File: src/rtl/sercfg_pkg.sv
`timescale 1ns/1ps
package sercfg_pkg;

    localparam int WORD_W    = 22;
    localparam int R_W       = 15;
    localparam int A_W       = 7;
    localparam int N_W       = 11;
    localparam int NUM_CH    = 2;
    localparam int MIN_RATIO = 3;
    localparam int ADDR_W    = 2;

    localparam int R_LSB  = ADDR_W;
    localparam int MD_LSB = R_LSB + R_W;
    localparam int A_LSB  = ADDR_W;
    localparam int N_LSB  = A_LSB + A_W;
    localparam int SW_POS = N_LSB + N_W;
    localparam int PS_POS = SW_POS + 1;

    typedef logic [WORD_W-1:0] word_t;

    typedef struct packed {
        logic           mon_b;
        logic           mon_a;
        logic           cp_hiz;
        logic           cp_boost;
        logic           pd_invert;
        logic [R_W-1:0] ratio;
    } ref_cfg_t;

    typedef struct packed {
        logic           pwr_save;
        logic           pre_big;
        logic [N_W-1:0] main_cnt;
        logic [A_W-1:0] swallow;
    } div_cfg_t;

    typedef enum logic [1:0] {
        ST_IDLE   = 2'd0,
        ST_CHECK  = 2'd1,
        ST_COMMIT = 2'd2,
        ST_HOLD   = 2'd3
    } load_state_t;

    // index is {A0, A1}: A0 = last bit received
    typedef enum logic [1:0] {
        DST_REF_CH2 = 2'b00,
        DST_REF_CH1 = 2'b01,
        DST_DIV_CH2 = 2'b10,
        DST_DIV_CH1 = 2'b11
    } dest_t;

    localparam ref_cfg_t REF_RESET = '{mon_b: 1'b0, mon_a: 1'b0, cp_hiz: 1'b1,
                                      cp_boost: 1'b0, pd_invert: 1'b0, ratio: '0};
    localparam div_cfg_t DIV_RESET = '0;

    function automatic ref_cfg_t word_to_ref(input word_t w);
        ref_cfg_t r;
        r.ratio     = w[R_LSB +: R_W];
        r.pd_invert = w[MD_LSB];
        r.cp_boost  = w[MD_LSB + 1];
        r.cp_hiz    = w[MD_LSB + 2];
        r.mon_a     = w[MD_LSB + 3];
        r.mon_b     = w[MD_LSB + 4];
        return r;
    endfunction

    function automatic div_cfg_t word_to_div(input word_t w);
        div_cfg_t d;
        d.swallow  = w[A_LSB +: A_W];
        d.main_cnt = w[N_LSB +: N_W];
        d.pre_big  = w[SW_POS];
        d.pwr_save = w[PS_POS];
        return d;
    endfunction

    function automatic dest_t word_dest(input word_t w);
        return dest_t'({w[0], w[1]});
    endfunction

endpackage

File: src/rtl/sercfg_sync.sv
`timescale 1ns/1ps
module sercfg_sync #(
    parameter int W      = 3,
    parameter int STAGES = 2
) (
    input  logic         clk,
    input  logic         rst_n,
    input  logic [W-1:0] async_i,
    output logic [W-1:0] sync_o
);
    logic [STAGES-1:0][W-1:0] stage_q;

    always_ff @(posedge clk or negedge rst_n) begin
        if (!rst_n) begin
            stage_q <= '0;
        end else begin
            stage_q <= {stage_q[STAGES-2:0], async_i};
        end
    end

    assign sync_o = stage_q[STAGES-1];

endmodule

File: src/rtl/sercfg_shifter.sv
`timescale 1ns/1ps
module sercfg_shifter #(
    parameter int W = sercfg_pkg::WORD_W
) (
    input  logic         clk,
    input  logic         rst_n,
    input  logic         shift_en,
    input  logic         din,
    output logic [W-1:0] word_o
);
    logic [W-1:0] sr_q;

    always_ff @(posedge clk or negedge rst_n) begin
        if (!rst_n) begin
            sr_q <= '0;
        end else if (shift_en) begin
            sr_q <= {sr_q[W-2:0], din};
        end
    end

    assign word_o = sr_q;

    // newest bit lands at position 1
    a_r1_newest_at_lsb: assert property (@(posedge clk) disable iff (!rst_n)
        shift_en |=> (word_o[0] == $past(din)));

    // older bits move one position toward the MSB, oldest falls out
    a_r10_older_move_up: assert property (@(posedge clk) disable iff (!rst_n)
        shift_en |=> (word_o[W-1:1] == $past(word_o[W-2:0])));

endmodule

File: src/rtl/sercfg_load_fsm.sv
`timescale 1ns/1ps
module sercfg_load_fsm
    import sercfg_pkg::*;
#(
    parameter int CH = NUM_CH
) (
    input  logic          clk,
    input  logic          rst_n,
    input  logic          le_rise,
    input  logic          le_lvl,
    input  word_t         shift_word,
    output word_t         snap_o,
    output logic [CH-1:0] wr_ref,
    output logic [CH-1:0] wr_div,
    output logic          err_set
);
    load_state_t state_q, state_d;
    word_t       snap_q;
    logic        ok_q;
    logic        word_ok;
    ref_cfg_t    chk_ref;
    div_cfg_t    chk_div;

    // validity of the captured word
    always_comb begin
        chk_ref = word_to_ref(snap_q);
        chk_div = word_to_div(snap_q);
        if (snap_q[0]) begin
            word_ok = (chk_div.main_cnt >= N_W'(MIN_RATIO)) &&
                      (N_W'(chk_div.swallow) < chk_div.main_cnt);
        end else begin
            word_ok = (chk_ref.ratio >= R_W'(MIN_RATIO));
        end
    end

    // state register
    always_ff @(posedge clk or negedge rst_n) begin
        if (!rst_n) begin
            state_q <= ST_IDLE;
        end else begin
            state_q <= state_d;
        end
    end

    // datapath registers owned by the controller
    always_ff @(posedge clk or negedge rst_n) begin
        if (!rst_n) begin
            snap_q <= '0;
            ok_q   <= 1'b0;
        end else begin
            if (state_q == ST_IDLE && le_rise) begin
                snap_q <= shift_word;
            end
            if (state_q == ST_CHECK) begin
                ok_q <= word_ok;
            end
        end
    end

    // next state
    always_comb begin
        state_d = state_q;
        unique case (state_q)
            ST_IDLE:   if (le_rise) state_d = ST_CHECK;
            ST_CHECK:  state_d = ST_COMMIT;
            ST_COMMIT: state_d = ST_HOLD;
            ST_HOLD:   if (!le_lvl) state_d = ST_IDLE;
        endcase
    end

    // outputs
    always_comb begin
        wr_ref  = '0;
        wr_div  = '0;
        err_set = 1'b0;
        unique case (state_q)
            ST_IDLE, ST_CHECK, ST_HOLD: begin
            end
            ST_COMMIT: begin
                if (ok_q) begin
                    unique case (word_dest(snap_q))
                        DST_REF_CH1: wr_ref[0] = 1'b1;
                        DST_REF_CH2: wr_ref[1] = 1'b1;
                        DST_DIV_CH1: wr_div[0] = 1'b1;
                        DST_DIV_CH2: wr_div[1] = 1'b1;
                    endcase
                end else begin
                    err_set = 1'b1;
                end
            end
        endcase
    end

    assign snap_o = snap_q;

    // a strobe is always followed by exactly one commit slot
    a_r5_check_then_commit: assert property (@(posedge clk) disable iff (!rst_n)
        (state_q == ST_CHECK) |=> (state_q == ST_COMMIT));

    // never more than one latch written at a time
    a_r5_single_target: assert property (@(posedge clk) disable iff (!rst_n)
        $onehot0({wr_ref, wr_div}));

    // a new word is only taken from idle
    a_r5_snap_only_idle: assert property (@(posedge clk) disable iff (!rst_n)
        (state_q != ST_IDLE) |=> $stable(snap_q));

    // a rejected word writes nothing
    a_r6_reject_no_write: assert property (@(posedge clk) disable iff (!rst_n)
        err_set |-> ({wr_ref, wr_div} == '0));

endmodule

File: src/rtl/sercfg_latch_bank.sv
`timescale 1ns/1ps
module sercfg_latch_bank
    import sercfg_pkg::*;
#(
    parameter int CH = NUM_CH
) (
    input  logic          clk,
    input  logic          rst_n,
    input  word_t         word_i,
    input  logic [CH-1:0] wr_ref,
    input  logic [CH-1:0] wr_div,
    output ref_cfg_t      ref_o [CH],
    output div_cfg_t      div_o [CH]
);
    ref_cfg_t new_ref;
    div_cfg_t new_div;

    assign new_ref = word_to_ref(word_i);
    assign new_div = word_to_div(word_i);

    for (genvar g = 0; g < CH; g++) begin : g_chan
        ref_cfg_t ref_q;
        div_cfg_t div_q;

        always_ff @(posedge clk or negedge rst_n) begin
            if (!rst_n) begin
                ref_q <= REF_RESET;
            end else if (wr_ref[g]) begin
                ref_q <= new_ref;
            end
        end

        always_ff @(posedge clk or negedge rst_n) begin
            if (!rst_n) begin
                div_q <= DIV_RESET;
            end else if (wr_div[g]) begin
                div_q <= new_div;
            end
        end

        assign ref_o[g] = ref_q;
        assign div_o[g] = div_q;
    end

endmodule

File: src/rtl/ser_cfg_port.sv
`timescale 1ns/1ps
module ser_cfg_port
    import sercfg_pkg::*;
#(
    parameter int SYNC_STAGES = 2
) (
    input  logic           clk,
    input  logic           rst_n,
    input  logic           ser_clk,
    input  logic           ser_data,
    input  logic           ser_le,
    output logic [R_W-1:0] ch1_ref_div,
    output logic           ch1_pd_invert,
    output logic           ch1_cp_boost,
    output logic           ch1_cp_hiz,
    output logic           ch1_mon_sel_a,
    output logic           ch1_mon_sel_b,
    output logic [R_W-1:0] ch2_ref_div,
    output logic           ch2_pd_invert,
    output logic           ch2_cp_boost,
    output logic           ch2_cp_hiz,
    output logic           ch2_mon_sel_a,
    output logic           ch2_mon_sel_b,
    output logic [A_W-1:0] ch1_swallow,
    output logic [N_W-1:0] ch1_main_div,
    output logic           ch1_pre_big,
    output logic           ch1_pwr_save,
    output logic [A_W-1:0] ch2_swallow,
    output logic [N_W-1:0] ch2_main_div,
    output logic           ch2_pre_big,
    output logic           ch2_pwr_save,
    output logic           cfg_err
);
    localparam int PIN_N = 3;

    logic [PIN_N-1:0] pins_s;
    logic             sclk_s, sdat_s, le_s;
    logic             sclk_d, le_d;
    logic             sclk_rise, le_rise;
    word_t            shift_word, snap_word;
    logic [NUM_CH-1:0] wr_ref, wr_div;
    logic             err_set;
    logic             err_q;
    ref_cfg_t         ref_cfg [NUM_CH];
    div_cfg_t         div_cfg [NUM_CH];

    sercfg_sync #(.W(PIN_N), .STAGES(SYNC_STAGES)) u_sync (
        .clk     (clk),
        .rst_n   (rst_n),
        .async_i ({ser_le, ser_data, ser_clk}),
        .sync_o  (pins_s)
    );

    assign sclk_s = pins_s[0];
    assign sdat_s = pins_s[1];
    assign le_s   = pins_s[2];

    always_ff @(posedge clk or negedge rst_n) begin
        if (!rst_n) begin
            sclk_d <= 1'b0;
            le_d   <= 1'b0;
        end else begin
            sclk_d <= sclk_s;
            le_d   <= le_s;
        end
    end

    assign sclk_rise = sclk_s & ~sclk_d;
    assign le_rise   = le_s & ~le_d;

    sercfg_shifter #(.W(WORD_W)) u_shift (
        .clk      (clk),
        .rst_n    (rst_n),
        .shift_en (sclk_rise),
        .din      (sdat_s),
        .word_o   (shift_word)
    );

    sercfg_load_fsm #(.CH(NUM_CH)) u_fsm (
        .clk        (clk),
        .rst_n      (rst_n),
        .le_rise    (le_rise),
        .le_lvl     (le_s),
        .shift_word (shift_word),
        .snap_o     (snap_word),
        .wr_ref     (wr_ref),
        .wr_div     (wr_div),
        .err_set    (err_set)
    );

    sercfg_latch_bank #(.CH(NUM_CH)) u_bank (
        .clk    (clk),
        .rst_n  (rst_n),
        .word_i (snap_word),
        .wr_ref (wr_ref),
        .wr_div (wr_div),
        .ref_o  (ref_cfg),
        .div_o  (div_cfg)
    );

    always_ff @(posedge clk or negedge rst_n) begin
        if (!rst_n) begin
            err_q <= 1'b0;
        end else if (err_set) begin
            err_q <= 1'b1;
        end
    end

    assign cfg_err = err_q;

    assign ch1_ref_div   = ref_cfg[0].ratio;
    assign ch1_pd_invert = ref_cfg[0].pd_invert;
    assign ch1_cp_boost  = ref_cfg[0].cp_boost;
    assign ch1_cp_hiz    = ref_cfg[0].cp_hiz;
    assign ch1_mon_sel_a = ref_cfg[0].mon_a;
    assign ch1_mon_sel_b = ref_cfg[0].mon_b;
    assign ch2_ref_div   = ref_cfg[1].ratio;
    assign ch2_pd_invert = ref_cfg[1].pd_invert;
    assign ch2_cp_boost  = ref_cfg[1].cp_boost;
    assign ch2_cp_hiz    = ref_cfg[1].cp_hiz;
    assign ch2_mon_sel_a = ref_cfg[1].mon_a;
    assign ch2_mon_sel_b = ref_cfg[1].mon_b;
    assign ch1_swallow   = div_cfg[0].swallow;
    assign ch1_main_div  = div_cfg[0].main_cnt;
    assign ch1_pre_big   = div_cfg[0].pre_big;
    assign ch1_pwr_save  = div_cfg[0].pwr_save;
    assign ch2_swallow   = div_cfg[1].swallow;
    assign ch2_main_div  = div_cfg[1].main_cnt;
    assign ch2_pre_big   = div_cfg[1].pre_big;
    assign ch2_pwr_save  = div_cfg[1].pwr_save;

    // a latched reference ratio is either the reset value or legal
    a_r6_ref_ratio_legal: assert property (@(posedge clk) disable iff (!rst_n)
        (ch1_ref_div == '0 || ch1_ref_div >= R_W'(MIN_RATIO)) &&
        (ch2_ref_div == '0 || ch2_ref_div >= R_W'(MIN_RATIO)));

    // a latched divider pair is either the reset value or legal
    a_r7_div_pair_legal: assert property (@(posedge clk) disable iff (!rst_n)
        (ch1_main_div == '0 ||
         (ch1_main_div >= N_W'(MIN_RATIO) && N_W'(ch1_swallow) < ch1_main_div)) &&
        (ch2_main_div == '0 ||
         (ch2_main_div >= N_W'(MIN_RATIO) && N_W'(ch2_swallow) < ch2_main_div)));

    // the error flag never falls while out of reset
    a_r8_err_sticky: assert property (@(posedge clk) disable iff (!rst_n)
        cfg_err |=> cfg_err);

    // latch outputs move only after a strobe has been seen
    a_r5_no_change_without_commit: assert property (@(posedge clk) disable iff (!rst_n)
        ((wr_ref == '0) && (wr_div == '0)) |=>
            ($stable(ch1_ref_div) && $stable(ch2_ref_div) &&
             $stable(ch1_main_div) && $stable(ch2_main_div)));

endmodule

File: config.mk
export PLATFORM = sky130hd
export DESIGN_NAME = ser_cfg_port
export DESIGN_NICKNAME = d
export VERILOG_FILES = /design/src/rtl/sercfg_pkg.sv /design/src/rtl/sercfg_sync.sv /design/src/rtl/sercfg_shifter.sv /design/src/rtl/sercfg_load_fsm.sv /design/src/rtl/sercfg_latch_bank.sv /design/src/rtl/ser_cfg_port.sv
export SDC_FILE = /design/constraint.sdc
export NUM_CORES = 1
export LEC_CHECK = 0
export BUFFER_PORTS_ARGS = -buffer_cell sky130_fd_sc_hd__buf_2
export CAP_MARGIN = 20
export CORE_ASPECT_RATIO = 1.1
export CORE_MARGIN = 2
export CORE_UTILIZATION = 45
export DETAILED_ROUTE_END_ITERATION = 12
export GPL_TIMING_DRIVEN = 0
export PLACE_DENSITY = 0.71
export SLEW_MARGIN = 20
export SYNTH_ARGS = -nofsm -noshare
export SYNTH_HDL_FRONTEND = slang
export SYNTH_HIERARCHICAL = 1
export SYNTH_SLANG_ARGS = --single-unit
File: constraint.sdc
create_clock -name clk -period 2.6 [get_ports clk]
set_clock_uncertainty 0.15 [all_clocks]
set_input_delay 0.65 -clock clk [delete_from_list [all_inputs] [get_ports clk]]
set_output_delay 0.65 -clock clk [all_outputs]
set_load 0.01 [all_outputs]
==> implementation parameters <==
Parameter                              Value

Run status
  Outcome ... finished, final reports clean

Timing
  Highest clock rate ... 469 MHz
  Final clock period utilization by the worst path ... 82.0%
  Worst slew margin relative to its limit ... 61.6%
  Worst hold slack ... 0.0476 ns
  Setup repair after global routing missed its margin ... no
  Fin crit period ... 2.13 ns
  Endpoints failing hold ... 0
  Worst setup margin ... 0.469 ns
  Final count of pins violating max slew ... 0
  # setup viols final ... 0
  Transition time at the pin with the least slew margin ... 0.574 ns

Synth
  Proportion of netlist area held by the largest area contributor ... 62.8%
  Netlist cell types ... 26
  Top cells by area, synth ... sky130_fd_sc_hd__dfrtp_1 (63%), sky130_fd_sc_hd__mux2_2 (26%), sky130_fd_sc_hd__ha_1 (2.6%)
  Number of nets produced by synthesis ... 348
  Cell taking the most area after synthesis ... sky130_fd_sc_hd__dfrtp_1
  Most instantiated flip-flop cell in the synthesis netlist ... sky130_fd_sc_hd__dfrtp_1
  Post-synth design cell area ... 5340 µm²
  Seq/Total Area, Yosys ... 63.7%
  Async set-reset flop share out of synthesis ... 100%
  Post-synth EDFFs ... 0
  Yosys warning total ... 6
  Syn Area/Cell ... 16.1 µm²
  Synthesized instance count ... 332
  Register bit count reported by yosys ... 136

Worst setup path
  Setup slack, reg-to-reg ... 0.47 ns
  Slowest cell delay on critical path ... 0.40 ns
  Arrival @ worst endpoint ... 2.27 ns
  Biggest fanout along the worst timing path ... 10
  Launching point of the worst reg2reg path ... u_fsm/state_q[0]
  Critical path class ... register to register
  Number of logic stages on the critical path including buffering ... 6
  Worst Reg2Reg Path Length in Cells ... 6
  Kind of end point of the critical path ... register
  Worst setup path endpoint ... u_bank/ref_o[35]
  Worst path cell trace ... inv_1 > ha_1 > nand2_1 > nor3b_1 > buf_6 > mux2_2
  Buf+Inv Stages, Crit Path ... 2
  Data required time at the worst endpoint ... 2.73 ns
  Setup crit start ... u_fsm/state_q[0]
  CP top delay family ... simple AND/OR/NAND/NOR gates
  CP startpoint kind ... register
  Reg-to-reg endpoint ... u_bank/ref_o[35]
  Cell type of the slowest stage on the worst timing path ... sky130_fd_sc_hd__dfrtp_1

Die
  Starting density of the core ... 46.3%
  Chip height ... 118 µm
  Placeable Area ... 11500 µm²
  Std cell rows ... 41
  Horizontal die dimension ... 108 µm
  Boundary pin count ... 86
  Die Footprint ... 12800 µm²

Job
  Max-Cap Viols ... 0

Placed design
  Post-placement worst setup slack ... 0.497 ns
  Detailed placement HPWL ... 6730 µm
  Count of port buffers added during placement ... 85
  Routability-driven placement congestion ratio ... 0.786
  Standard cell area after detailed placement ... 5990 µm²
  Inst Count DP ... 568

Clock tree
  Clock slew seen by the registers of the worst setup and hold paths ... 0.05 ns
  Resize count post-CTS ... 0
  Clock tree from TritonCTS ... done
  Root buffer selected by CTS ... sky130_fd_sc_hd__clkbuf_16
  Worst-Skew Late Latency ... 0.41 ns
  Num CTS Buffers ... 17
  CTS Sinks ... 136
  Number of hold-repair buffers added at the cts stage ... 0
  Deepest level of the CTS H-tree ... 4
  Max Root-Sink Buffers ... 2
  Post-CTS repair timing setup buffer count ... 0

GRT
  Met3 Use GR ... 6.07%
  Largest net degree at the start of global routing ... 75
  Number of global-route vias before repair ... 3237
  Number of antenna violations at the first check in global routing ... 0
  Global-route usage over all layers ... 17.2%
  Total grt overflow ... 0
  Met2 usage ... 27.7%
  First-pass GRT wire length ... 16700 µm
  Met1 capacity usage during global routing ... 22.1%
  Gr busiest metal ... met2

Drt
  Per-cell via count in the routed design ... 5.06
  Post-DR wirelength/cell ... 16.7 µm
  Vias after detailed routing ... 3036
  DRC violation total after the first TritonRoute iteration ... 78
  TritonRoute pass-1 iters ... 4
  Total Wirelength ... 10000 µm
  Antenna violation net count after detailed routing ... 0
  Residual DRC ... 0

Power and ir drop
  Proportion of power drawn by flip-flops and latches ... 43.0%
  Power per cell area ... 1070 nW/µm²
  Switching Fraction ... 28.2%
  IR Drop Worst-Case VDD ... 484 µV
  Leakage power total ... 3.43 nW
  Switching pwr ... 2.00 mW
  Logic pwr share ... 21.8%
  Total internal power ... 5.10 mW
  Clock power share ... 35.2%

Layout
  Fraction of layout cells with a size suffix above 1 ... 57.8%
  Signed area change from the synthesized netlist to the final layout ... 24.0%
  Diodes inserted ... 0
  Post-Layout Inst Area ... 6620 µm²
  Total Nets Final ... 453
  Final std cells w/o fill ... 600
  Fillers ... 932
  Post-layout utilization of the core ... 57.4%

Min path
  Tightest Hold Check Type ... input pin to asynchronous set/reset pin
## routing by layer
| metal | up-vias | wire length [µm] |
|---|---|---|
| met3 | 11 | 510 |
| met4 | 0 | 78 |
| li1 | 1398 | - |
| met5 | - | 0 |
| met2 | 69 | 4950 |
| met1 | 1558 | 4490 |
## final cells by class
type	instances	area, µm²	area share, %
sequential	136	3410	51.4
multi-input combinational	172	1760	26.5
timing repair buffer	86	463	6.99
clock buffer	20	457	6.89
tap	150	188	2.83
clock inverter	12	174	2.63
buffer	15	145	2.19
inverter	9	33.8	0.510
## kinds of logic (layout without fill, tap and decap cells)
| group | after synthesis | count (layout) | synth area share (%) |
|---|---|---|---|
| adders and majority gates | 11 | 11 | 2.58 |
| and+or+nand+nor | 25 | 25 | 2.69 |
| AOI/OAI and AO/OA | 12 | 12 | 1.50 |
| buffers and inverters | 24 | 142 | 3.35 |
| muxes | 124 | 124 | 26.1 |
| DFF | 136 | 136 | 63.7 |
## flip-flops by register name, summed over array words and instances (netlist names), 2 cells and up
name,flops
u_sync/stage_q,3
u_fsm/snap_o,22
u_sync/sync_o,3
u_fsm/state_q,2
u_bank/ref_o,40
u_shift/word_o,22
u_bank/div_o,40
## placed cells by master, fill, tap and decap left out, types with 3 or more instances in the layout
master	instances
sky130_fd_sc_hd__buf_4	3
sky130_fd_sc_hd__clkinvlp_4	4
sky130_fd_sc_hd__ha_1	11
sky130_fd_sc_hd__o21ai_0	4
sky130_fd_sc_hd__buf_2	86
sky130_fd_sc_hd__dfrtp_1	134
sky130_fd_sc_hd__bufinv_16	4
sky130_fd_sc_hd__clkbuf_16	17
sky130_fd_sc_hd__a21oi_1	3
sky130_fd_sc_hd__nor2b_1	4
sky130_fd_sc_hd__mux2_2	124
sky130_fd_sc_hd__nor4_1	3
sky130_fd_sc_hd__nand2_1	6
sky130_fd_sc_hd__clkinv_2	3
sky130_fd_sc_hd__nor2_1	3
sky130_fd_sc_hd__buf_6	10
sky130_fd_sc_hd__inv_1	9
## power groups by stage
stage	combinational, mW	clock, mW	sequential [mW]
after CTS	1.57	2.56	3.06
final	1.55	2.50	3.05
after detailed placement	1.56	0	3.09
after global placement	1.50	0	3.07
after global routing	1.72	2.65	3.14
after floorplan	0.953	0	3.06
## synth_stat cells (2+ instances only)
| cell | count |
|---|---|
| sky130_fd_sc_hd__inv_1 | 9 |
| sky130_fd_sc_hd__nand2_1 | 6 |
| sky130_fd_sc_hd__o21ai_0 | 4 |
| sky130_fd_sc_hd__ha_1 | 11 |
| sky130_fd_sc_hd__mux2_2 | 124 |
| sky130_fd_sc_hd__buf_4 | 3 |
| sky130_fd_sc_hd__dfstp_2 | 2 |
| sky130_fd_sc_hd__dfrtp_1 | 134 |
| sky130_fd_sc_hd__nor3b_1 | 2 |
| sky130_fd_sc_hd__and4_1 | 2 |
| sky130_fd_sc_hd__buf_6 | 10 |
| sky130_fd_sc_hd__nor4_1 | 3 |
| sky130_fd_sc_hd__buf_2 | 2 |
| sky130_fd_sc_hd__nor2_1 | 3 |
| sky130_fd_sc_hd__nor2b_1 | 4 |
| sky130_fd_sc_hd__a21oi_1 | 3 |
## how the worst min path moves through the flow
stage / slack, ns / from / cells past startpoint / to
floorplan: 0.18 / u_sync/stage_q[0] / 0 / u_sync/sync_o[0]
global placement: 0.19 / u_sync/stage_q[0] / 0 / u_sync/sync_o[0]
detailed placement: 0.19 / u_sync/stage_q[0] / 0 / u_sync/sync_o[0]
CTS: 0.06 / rst_n / 1 / u_bank/ref_o[30]
global route: 0.09 / rst_n / 1 / u_bank/ref_o[30]
finish: 0.05 / rst_n / 1 / u_bank/ref_o[30]
## stage by stage
| stage | TNS (ns) | total power [mW] |
|---|---|---|
| floorplan | 0 | 4.01 |
| global placement | -134.39 | 4.57 |
| detailed placement | 0 | 4.66 |
| CTS | 0 | 7.20 |
| global route | 0 | 7.51 |
| finish | 0 | 7.10 |
No activity file was read; power rests on OpenSTA's default activity.
